File: src/rtl/psram_cfg_pkg.sv
package psram_cfg_pkg;

    typedef enum logic [2:0] {
        ST_IDLE,
        ST_AADV,
        ST_AACC,
        ST_SADV,
        ST_SLAT,
        ST_REL,
        ST_ERR
    } rd_state_e;

    typedef enum logic [1:0] {
        SEL_REFRESH = 2'd0,
        SEL_BUSCFG  = 2'd1,
        SEL_DEVID   = 2'd2,
        SEL_BAD     = 2'd3
    } cfg_sel_e;

    // Bus codes placed on the two register-select address lines.
    localparam logic [1:0] CODE_REFRESH = 2'b00;
    localparam logic [1:0] CODE_BUSCFG  = 2'b10;
    localparam logic [1:0] CODE_DEVID   = 2'b01;

    typedef struct packed {
        logic cs_n;
        logic adv_n;
        logic oe_n;
        logic cre;
        logic bytes_n;
    } pin_set_t;

    localparam pin_set_t PINS_IDLE = '{cs_n: 1'b1, adv_n: 1'b1, oe_n: 1'b1, cre: 1'b0, bytes_n: 1'b1};

    // Control pin levels that belong to each controller state.
    function automatic pin_set_t pins_of(rd_state_e s);
        pin_set_t p;
        p = PINS_IDLE;
        case (s)
            ST_AADV, ST_SADV: begin
                p.cs_n  = 1'b0;
                p.adv_n = 1'b0;
                p.cre   = 1'b1;
            end
            ST_AACC, ST_SLAT: begin
                p.cs_n    = 1'b0;
                p.oe_n    = 1'b0;
                p.cre     = 1'b1;
                p.bytes_n = 1'b0;
            end
            default: p = PINS_IDLE;
        endcase
        return p;
    endfunction

    function automatic logic is_cfg_phase(rd_state_e s);
        return (s == ST_AADV) || (s == ST_AACC) || (s == ST_SADV) || (s == ST_SLAT);
    endfunction

endpackage

File: src/rtl/cfg_sel_decode.sv
module cfg_sel_decode
    import psram_cfg_pkg::*;
(
    input  logic [1:0] sel,
    output logic [1:0] code,
    output logic       bad
);

    always_comb begin
        code = CODE_REFRESH;
        bad  = 1'b0;
        case (cfg_sel_e'(sel))
            SEL_REFRESH: code = CODE_REFRESH;
            SEL_BUSCFG:  code = CODE_BUSCFG;
            SEL_DEVID:   code = CODE_DEVID;
            default:     bad  = 1'b1;
        endcase
    end

endmodule

File: src/rtl/cfg_cycle_timer.sv
module cfg_cycle_timer #(
    parameter int CNT_W = 3
) (
    input  logic             clk,
    input  logic             rst_n,
    input  logic             load,
    input  logic [CNT_W-1:0] load_val,
    output logic             zero
);

    logic [CNT_W-1:0] cnt_d, cnt_q;

    always_comb begin
        if (load) begin
            cnt_d = load_val;
        end else if (cnt_q != '0) begin
            cnt_d = cnt_q - 1'b1;
        end else begin
            cnt_d = cnt_q;
        end
    end

    always_ff @(posedge clk or negedge rst_n) begin
        if (!rst_n) begin
            cnt_q <= '0;
        end else begin
            cnt_q <= cnt_d;
        end
    end

    assign zero = (cnt_q == '0);

endmodule

File: src/rtl/psram_cfg_reader.sv
module psram_cfg_reader
    import psram_cfg_pkg::*;
#(
    parameter int ADDR_W  = 22,
    parameter int DATA_W  = 16,
    parameter int SEL_LSB = 18,
    parameter int ADV_CYC = 1,
    parameter int ACC_CYC = 5,
    parameter int LATENCY = 3,
    parameter int REC_CYC = 1
) (
    input  logic              clk,
    input  logic              rst_n,
    input  logic              req_valid,
    input  logic [1:0]        req_sel,
    input  logic              req_sync,
    output logic              req_ready,
    output logic              rsp_valid,
    output logic              rsp_err,
    output logic [DATA_W-1:0] rsp_data,
    output logic [ADDR_W-1:0] mem_addr,
    output logic              mem_cre,
    output logic              mem_adv_n,
    output logic              mem_cs_n,
    output logic              mem_oe_n,
    output logic              mem_we_n,
    output logic              mem_lb_n,
    output logic              mem_ub_n,
    input  logic [DATA_W-1:0] mem_dq_in,
    input  logic              mem_wait_n
);

    localparam int LONG_AB = (ADV_CYC > ACC_CYC) ? ADV_CYC : ACC_CYC;
    localparam int LONG_LR = (LATENCY > REC_CYC) ? LATENCY : REC_CYC;
    localparam int LONGEST = (LONG_AB > LONG_LR) ? LONG_AB : LONG_LR;
    localparam int CNT_W   = (LONGEST < 2) ? 1 : $clog2(LONGEST);

    localparam logic [CNT_W-1:0] LD_ADV = CNT_W'(ADV_CYC - 1);
    localparam logic [CNT_W-1:0] LD_ACC = CNT_W'(ACC_CYC - 1);
    localparam logic [CNT_W-1:0] LD_LAT = CNT_W'(LATENCY - 1);
    localparam logic [CNT_W-1:0] LD_REC = CNT_W'(REC_CYC - 1);

    typedef struct packed {
        rd_state_e         st;
        logic [1:0]        code;
        logic              rsp_valid;
        logic              rsp_err;
        logic [DATA_W-1:0] rsp_data;
        pin_set_t          pins;
        logic [ADDR_W-1:0] addr;
    } ctl_t;

    localparam ctl_t CTL_RST = '{
        st:        ST_IDLE,
        code:      2'b00,
        rsp_valid: 1'b0,
        rsp_err:   1'b0,
        rsp_data:  '0,
        pins:      PINS_IDLE,
        addr:      '0
    };

    ctl_t             ctl_d, ctl_q;
    logic [1:0]       dec_code;
    logic             dec_bad;
    logic             tmr_load;
    logic [CNT_W-1:0] tmr_val;
    logic             tmr_zero;

    cfg_sel_decode u_dec (
        .sel  (req_sel),
        .code (dec_code),
        .bad  (dec_bad)
    );

    cfg_cycle_timer #(.CNT_W(CNT_W)) u_tmr (
        .clk      (clk),
        .rst_n    (rst_n),
        .load     (tmr_load),
        .load_val (tmr_val),
        .zero     (tmr_zero)
    );

    always_comb begin
        ctl_d           = ctl_q;
        ctl_d.rsp_valid = 1'b0;
        ctl_d.rsp_err   = 1'b0;
        ctl_d.rsp_data  = '0;
        tmr_load        = 1'b0;
        tmr_val         = '0;

        case (ctl_q.st)
            ST_IDLE: begin
                if (req_valid) begin
                    if (dec_bad) begin
                        ctl_d.st        = ST_ERR;
                        ctl_d.rsp_valid = 1'b1;
                        ctl_d.rsp_err   = 1'b1;
                    end else begin
                        ctl_d.code = dec_code;
                        if (req_sync) begin
                            ctl_d.st = ST_SADV;
                        end else begin
                            ctl_d.st = ST_AADV;
                            tmr_load = 1'b1;
                            tmr_val  = LD_ADV;
                        end
                    end
                end
            end
            ST_AADV: begin
                if (tmr_zero) begin
                    ctl_d.st = ST_AACC;
                    tmr_load = 1'b1;
                    tmr_val  = LD_ACC;
                end
            end
            ST_AACC: begin
                if (tmr_zero) begin
                    ctl_d.st        = ST_REL;
                    ctl_d.rsp_valid = 1'b1;
                    ctl_d.rsp_data  = mem_dq_in;
                    tmr_load        = 1'b1;
                    tmr_val         = LD_REC;
                end
            end
            ST_SADV: begin
                ctl_d.st = ST_SLAT;
                tmr_load = 1'b1;
                tmr_val  = LD_LAT;
            end
            ST_SLAT: begin
                // Latency spent: capture only once WAIT has been released.
                if (tmr_zero && mem_wait_n) begin
                    ctl_d.st        = ST_REL;
                    ctl_d.rsp_valid = 1'b1;
                    ctl_d.rsp_data  = mem_dq_in;
                    tmr_load        = 1'b1;
                    tmr_val         = LD_REC;
                end
            end
            ST_REL: begin
                if (tmr_zero) begin
                    ctl_d.st = ST_IDLE;
                end
            end
            ST_ERR: begin
                ctl_d.st = ST_IDLE;
            end
            default: begin
                ctl_d.st = ST_IDLE;
            end
        endcase

        ctl_d.pins = pins_of(ctl_d.st);
        ctl_d.addr = '0;
        if (is_cfg_phase(ctl_d.st)) begin
            ctl_d.addr[SEL_LSB +: 2] = ctl_d.code;
        end
    end

    always_ff @(posedge clk or negedge rst_n) begin
        if (!rst_n) begin
            ctl_q <= CTL_RST;
        end else begin
            ctl_q <= ctl_d;
        end
    end

    assign req_ready = (ctl_q.st == ST_IDLE);
    assign rsp_valid = ctl_q.rsp_valid;
    assign rsp_err   = ctl_q.rsp_err;
    assign rsp_data  = ctl_q.rsp_data;
    assign mem_addr  = ctl_q.addr;
    assign mem_cre   = ctl_q.pins.cre;
    assign mem_adv_n = ctl_q.pins.adv_n;
    assign mem_cs_n  = ctl_q.pins.cs_n;
    assign mem_oe_n  = ctl_q.pins.oe_n;
    assign mem_lb_n  = ctl_q.pins.bytes_n;
    assign mem_ub_n  = ctl_q.pins.bytes_n;
    assign mem_we_n  = 1'b1;

endmodule

File: config.mk
export PLATFORM = sky130hd
export DESIGN_NAME = psram_cfg_reader
export DESIGN_NICKNAME = d
export VERILOG_FILES = /design/src/rtl/psram_cfg_pkg.sv /design/src/rtl/cfg_sel_decode.sv /design/src/rtl/cfg_cycle_timer.sv /design/src/rtl/psram_cfg_reader.sv
export SDC_FILE = /design/constraint.sdc
export NUM_CORES = 1
export LEC_CHECK = 0
export BUFFER_PORTS_ARGS = -buffer_cell sky130_fd_sc_hd__buf_2
export CORE_UTILIZATION = 43
export CTS_CLUSTER_DIAMETER = 150
export DETAILED_ROUTE_END_ITERATION = 7
export GPL_ROUTABILITY_DRIVEN = 0
export PLACE_DENSITY = 0.82
export RECOVER_POWER = 100
export SYNTH_ARGS = -nofsm -noshare
export SYNTH_HDL_FRONTEND = slang
export SYNTH_SLANG_ARGS = --single-unit
File: constraint.sdc
create_clock -name clk -period 2 [get_ports clk]
set_clock_uncertainty 0.05 [all_clocks]
set_input_delay 0.1 -clock clk [delete_from_list [all_inputs] [get_ports clk]]
set_output_delay 0.1 -clock clk [all_outputs]
set_load 0.02 [all_outputs]
# Word level (Yosys, flattened, before mapping)
# Cells that the tools add are included.
# Widths: inputs -> output; s select.
# word_totals
regBits,32
elab_cells,69
out_inout_bits,48
# classes
n_addsub,1
reduce_logical,14
mux,32
eq_ne,11
# ops
operator,n
$mux 16,2
$pmux 16 s2,1
$mux 3,8
$pmux 3 s6,1
$eq 3x2->1 const B,4
$mux 1,10
$mux 2,5
$eq 3x3->1 const B,3
$mux 7,1
$eq 3x1->1 const B,2
$logic_not 3->1,2
$pmux 3 s2,1
$reduce_or 2->1,3
$pmux 1 s4,1
$pmux 2 s2,1
$reduce_or 4->1,1
$logic_or 1x1->1,3
$pmux 1 s3,1
$reduce_bool 3->1,1
$reduce_or 3->1,1
$sub 3x1->3 const B,1
$eq 2x1->1 const B,1
$eq 2x2->1 const B,1
$logic_not 2->1,1
other kinds (2),2

# Depth between registers and ports, before layout
# logic_depth
ltp_word,10
depth_mapped,8

# Cells and area by module
# A second synthesis with hierarchy kept.
# unflattened
cells_unflattened,171
area_unflattened_um2,1793.0
# by_module_without_submodules
mod,area_each_um2,seq_area_each_um2,cells_each,instances
psram_cfg_reader,1570.3,729.4,147,1
cfg_cycle_timer,200.2,75.1,21,1
cfg_sel_decode,22.5,0.0,3,1

# Worst setup path before layout
# OpenSTA, ideal clock, no wires.
# synth_path
path_kind,reg2reg
startpoint,register u_tmr.cnt_q[0]
endpoint,"register ctl_q, in the netlist mem_addr[19]"
path_slack_ns,0.153
arrival_ns,1.670
path_stages_with_launch,9
required_ns,1.823
synth_period_minus_slack_ns,1.847
path_buffers,1
cell_sequence,dfrtp_1 > inv_1 > ha_1 > nand2b_4 > buf_6 > a32o_1 > a311oi_2 > xor2_2 > nor3_1
# synth_lines
element,line_no,rtl
from (decl),cfg_cycle_timer.sv:11,"logic [CNT_W-1:0] cnt_d, cnt_q;"
from (signal assigned),cfg_cycle_timer.sv:27,cnt_q <= cnt_d;
to (signal assigned),psram_cfg_reader.sv:166,ctl_q <= ctl_d;
to (decl),psram_cfg_reader.sv:63,"ctl_t ctl_d, ctl_q;"

==> reports/results.ini <==
[floorplanning]
rows = 22
dieHeight_um = 64.51
die_w_um = 64.51
core_um2 = 3716
initial_core_util = 0.4522
ios = 71
fp.dieArea_um2 = 4162

[detailed_routing]
drtIter0Drc = 53
post-route-drc-count = 0
viasPerCell = 4.368
via_count = 1127
wl_per_cell_um = 11.14
totalWireLength_um = 2875
dr.pass1.iters = 4
ant_nets = 0

[clocking]
cts_root_buffer = clkbuf_8
cts_tree = built
cts-buffers-inserted = 5
path_clk_slew_ns = 0.06
cts_buffer_depth = 2
insertion_delay_ns = 0.28
clock_sinks = 32
htree_levels = 2

[placed_design]
portBuffers = 49
place_ws_ns = 0.1113
dp_hpwl_um = 1898
place_area_um2 = 1752

[hold_path]
holdCritStartpoint = mem_dq_in[2]
hp-class = in2reg
hold_end = rsp_data[2]
hold_depth = 2

[timing]
min_period_over_period = 0.9394
max-slew-margin-rel = 0.5009
worst_slack_ns = 0.1212
tightest_slew_ns = 0.7487
finalSetupViolations = 0
slew_viol_final = 0
hold_viol_final = 0
finalCriticalPeriod_ns = 1.879
fin_setup_tns_ns = 0
rsz0062_at_grt = no
fmax_ghz = 0.5323

[yosys]
synth_fa_ha_area_frac = 0.01489
synth_mux_area_frac = 0.005957
synthCells = 161
yosys.area_share.simple = 0.1668
synth_warnings = 0
synth_area_leaders = dfrtp_1, buf_4, and2_1
avgSynthCellArea_um2 = 10.44
synth_top_family_by_area = buffers and inverters
synth_top_cell_area_share = 0.4319
ys_ff_latch = 32
synth-xor-area-share = 0.02010
yosysSeqAreaShare = 0.4788
synth_compound_area_frac = 0.09308
synth_area_um2 = 1680
synth_top_area_cell = dfrtp_1
ys_types = 43

[cells_and_area]
finalInstanceArea_um2 = 2021
area_growth_pct = 20.25
nFillCells = 358
n_antenna_cell = 0
drive_gt1_frac = 0.2190
layout.nets = 234

[setup_path]
rr_worst_depth = 7
cp.arrival_ns = 1.99
crit_type = reg2reg
r2r_slack_ns = 0.12
critPathRequiredTime_ns = 2.11
r2r_end = mem_addr[19]
r2r-start = u_tmr.cnt_q[0]
cp-end-kind = flop
worstPathMaxFanout = 6
worstSetupStartpointType = flop

[global_route]
grt_antenna_before_repair = 0
grt_pass1_wl_um = 4581
overflow = 0
grt_pass1_vias = 1042
grtUsageTotal = 0.1461
grt_max_degree = 33

[power_and_ir_drop]
ir_drop_mv = 0.7383
powerDensity_nw_per_um2 = 1415
p_leak_nw = 0.9669

[job]
drv_cap = 0

[outcome]
run_status = finished clean

[where the power goes]
group / switching [mW] / total [mW] / internal (mW)
registers: 0.128 / 0.986 / 0.858
logic: 0.732 / 1.22 / 0.485
clock network: 0.217 / 0.656 / 0.439
[how the worst max path moves through the flow]
stage | from | to | cells past startpoint
final | u_tmr.cnt_q[0] | mem_addr[19] | 7
after global routing | u_tmr.cnt_q[1] | mem_addr[19] | 7
after CTS | u_tmr.cnt_q[0] | mem_addr[19] | 7
after detailed placement | u_tmr.cnt_q[0] | mem_addr[19] | 7
after global placement | u_tmr.cnt_q[0] | mem_addr[19] | 7
after floorplan | u_tmr.cnt_q[0] | mem_addr[19] | 8
[cells in the final DEF (no fill, tap or decap), drive strengths merged, types with 2 or more instances in the layout]
cell,count
clkbuf,35
dfrtp,29
buf,24
conb,21
dlygate4sd3,16
and2,16
nor2,8
a21oi,7
nand2,6
inv,6
o21ai,4
nand3,3
dfstp,3
nand2b,3
nor2b,2
nor3,2
xor2,2
ha,2
[per-layer routing]
metal / vias to the layer above / wire length [µm] / track usage / share of wire
li1: 555 / - / - / -
met3: 4 / 177 / 0.04930 / 0.062
met5: - / 0 / 0 / 0
met1: 524 / 1188 / 0.1734 / 0.41
met2: 44 / 1480 / 0.2421 / 0.51
met4: 0 / 29 / 0.05833 / 0.010
[cell usage after synthesis (all sizes together)]
master and instances:
nand3b 1, mux2i 1, a221oi 1, nor4b 1
dfrtp 29, conb 2, and3 1, nand3 3
or3 1, a21oi 7, a211oi 1, buf 45
a21o 1, clkbuf 1, a311oi 1, o21bai 1
inv 6, nor2b 2, xor2 2, nor4 1
o211ai 1, o21a 1, o32a 1, a32o 1
nor3 2, nand4 1, nor2 8, nand2 6
a2bb2oi 1, and2b 1, and2 16, or2 1
o21ai 4, xnor2 1, ha 2, nand2b 3
dfstp 3
[worst max-delay path, cell delays in order, from the launching register on]
cell and delay, ns:
dfrtp_1 0.36, inv_1 0.11, ha_2 0.23, and2b_4 0.20, o21bai_1 0.08, a221oi_2 0.40, xor2_2 0.25, nor3_2 0.07
[logic make-up (layout without fill, tap and decap cells)]
group	Yosys count	in the layout
other cells	2	21
xor+xnor	3	3
simple gates	48	48
compound gates	21	21
flops	32	32
mux	1	1
fa+ha+maj	2	2
buf+inv	52	82
[state kept, by name, indices dropped and copies added (netlist names)]
signal	flops
rsp_data	16
mem_lb_n	1
mem_addr	2
mem_adv_n	1
mem_cs_n	1
u_tmr.cnt_q	3
ctl_q	5
rsp_valid	1
rsp_err	1
mem_cre	1
[stage by stage]
step	total power, mW	utilization	hold slack, ns	instances
2_1_floorplan	2.022	-	-0.2456	180
6_report	2.859	0.5438	0.01482	258
5_1_grt	3.060	0.5438	0.02899	258
3_5_place_dp	2.186	0.4714	0.1366	234
4_1_cts	2.877	0.5485	0.0003158	258
3_3_place_gp	2.154	0.4714	0.1219	234
[repair_timing]
action / CTS / global route
endpoints found under the hold margin: 44 / 0
hold buffers: 16 / 0
endpoints found under the setup margin: 0 / 3
gates resized for setup: 0 / 3
setup buffers: 0 / 0
[cell type report]
cell class | instances | area, µm² | area share
inverters | 6 | 22.52 | 0.01115
clock buffers | 7 | 96.34 | 0.04768
multi-input cells | 96 | 600.6 | 0.2972
well taps | 48 | 60.06 | 0.02972
repair buffers | 68 | 406.6 | 0.2012
flip-flops and latches | 32 | 804.5 | 0.3981
clock inverters | 1 | 30.03 | 0.01486
Power figures use the tool's default switching activity.
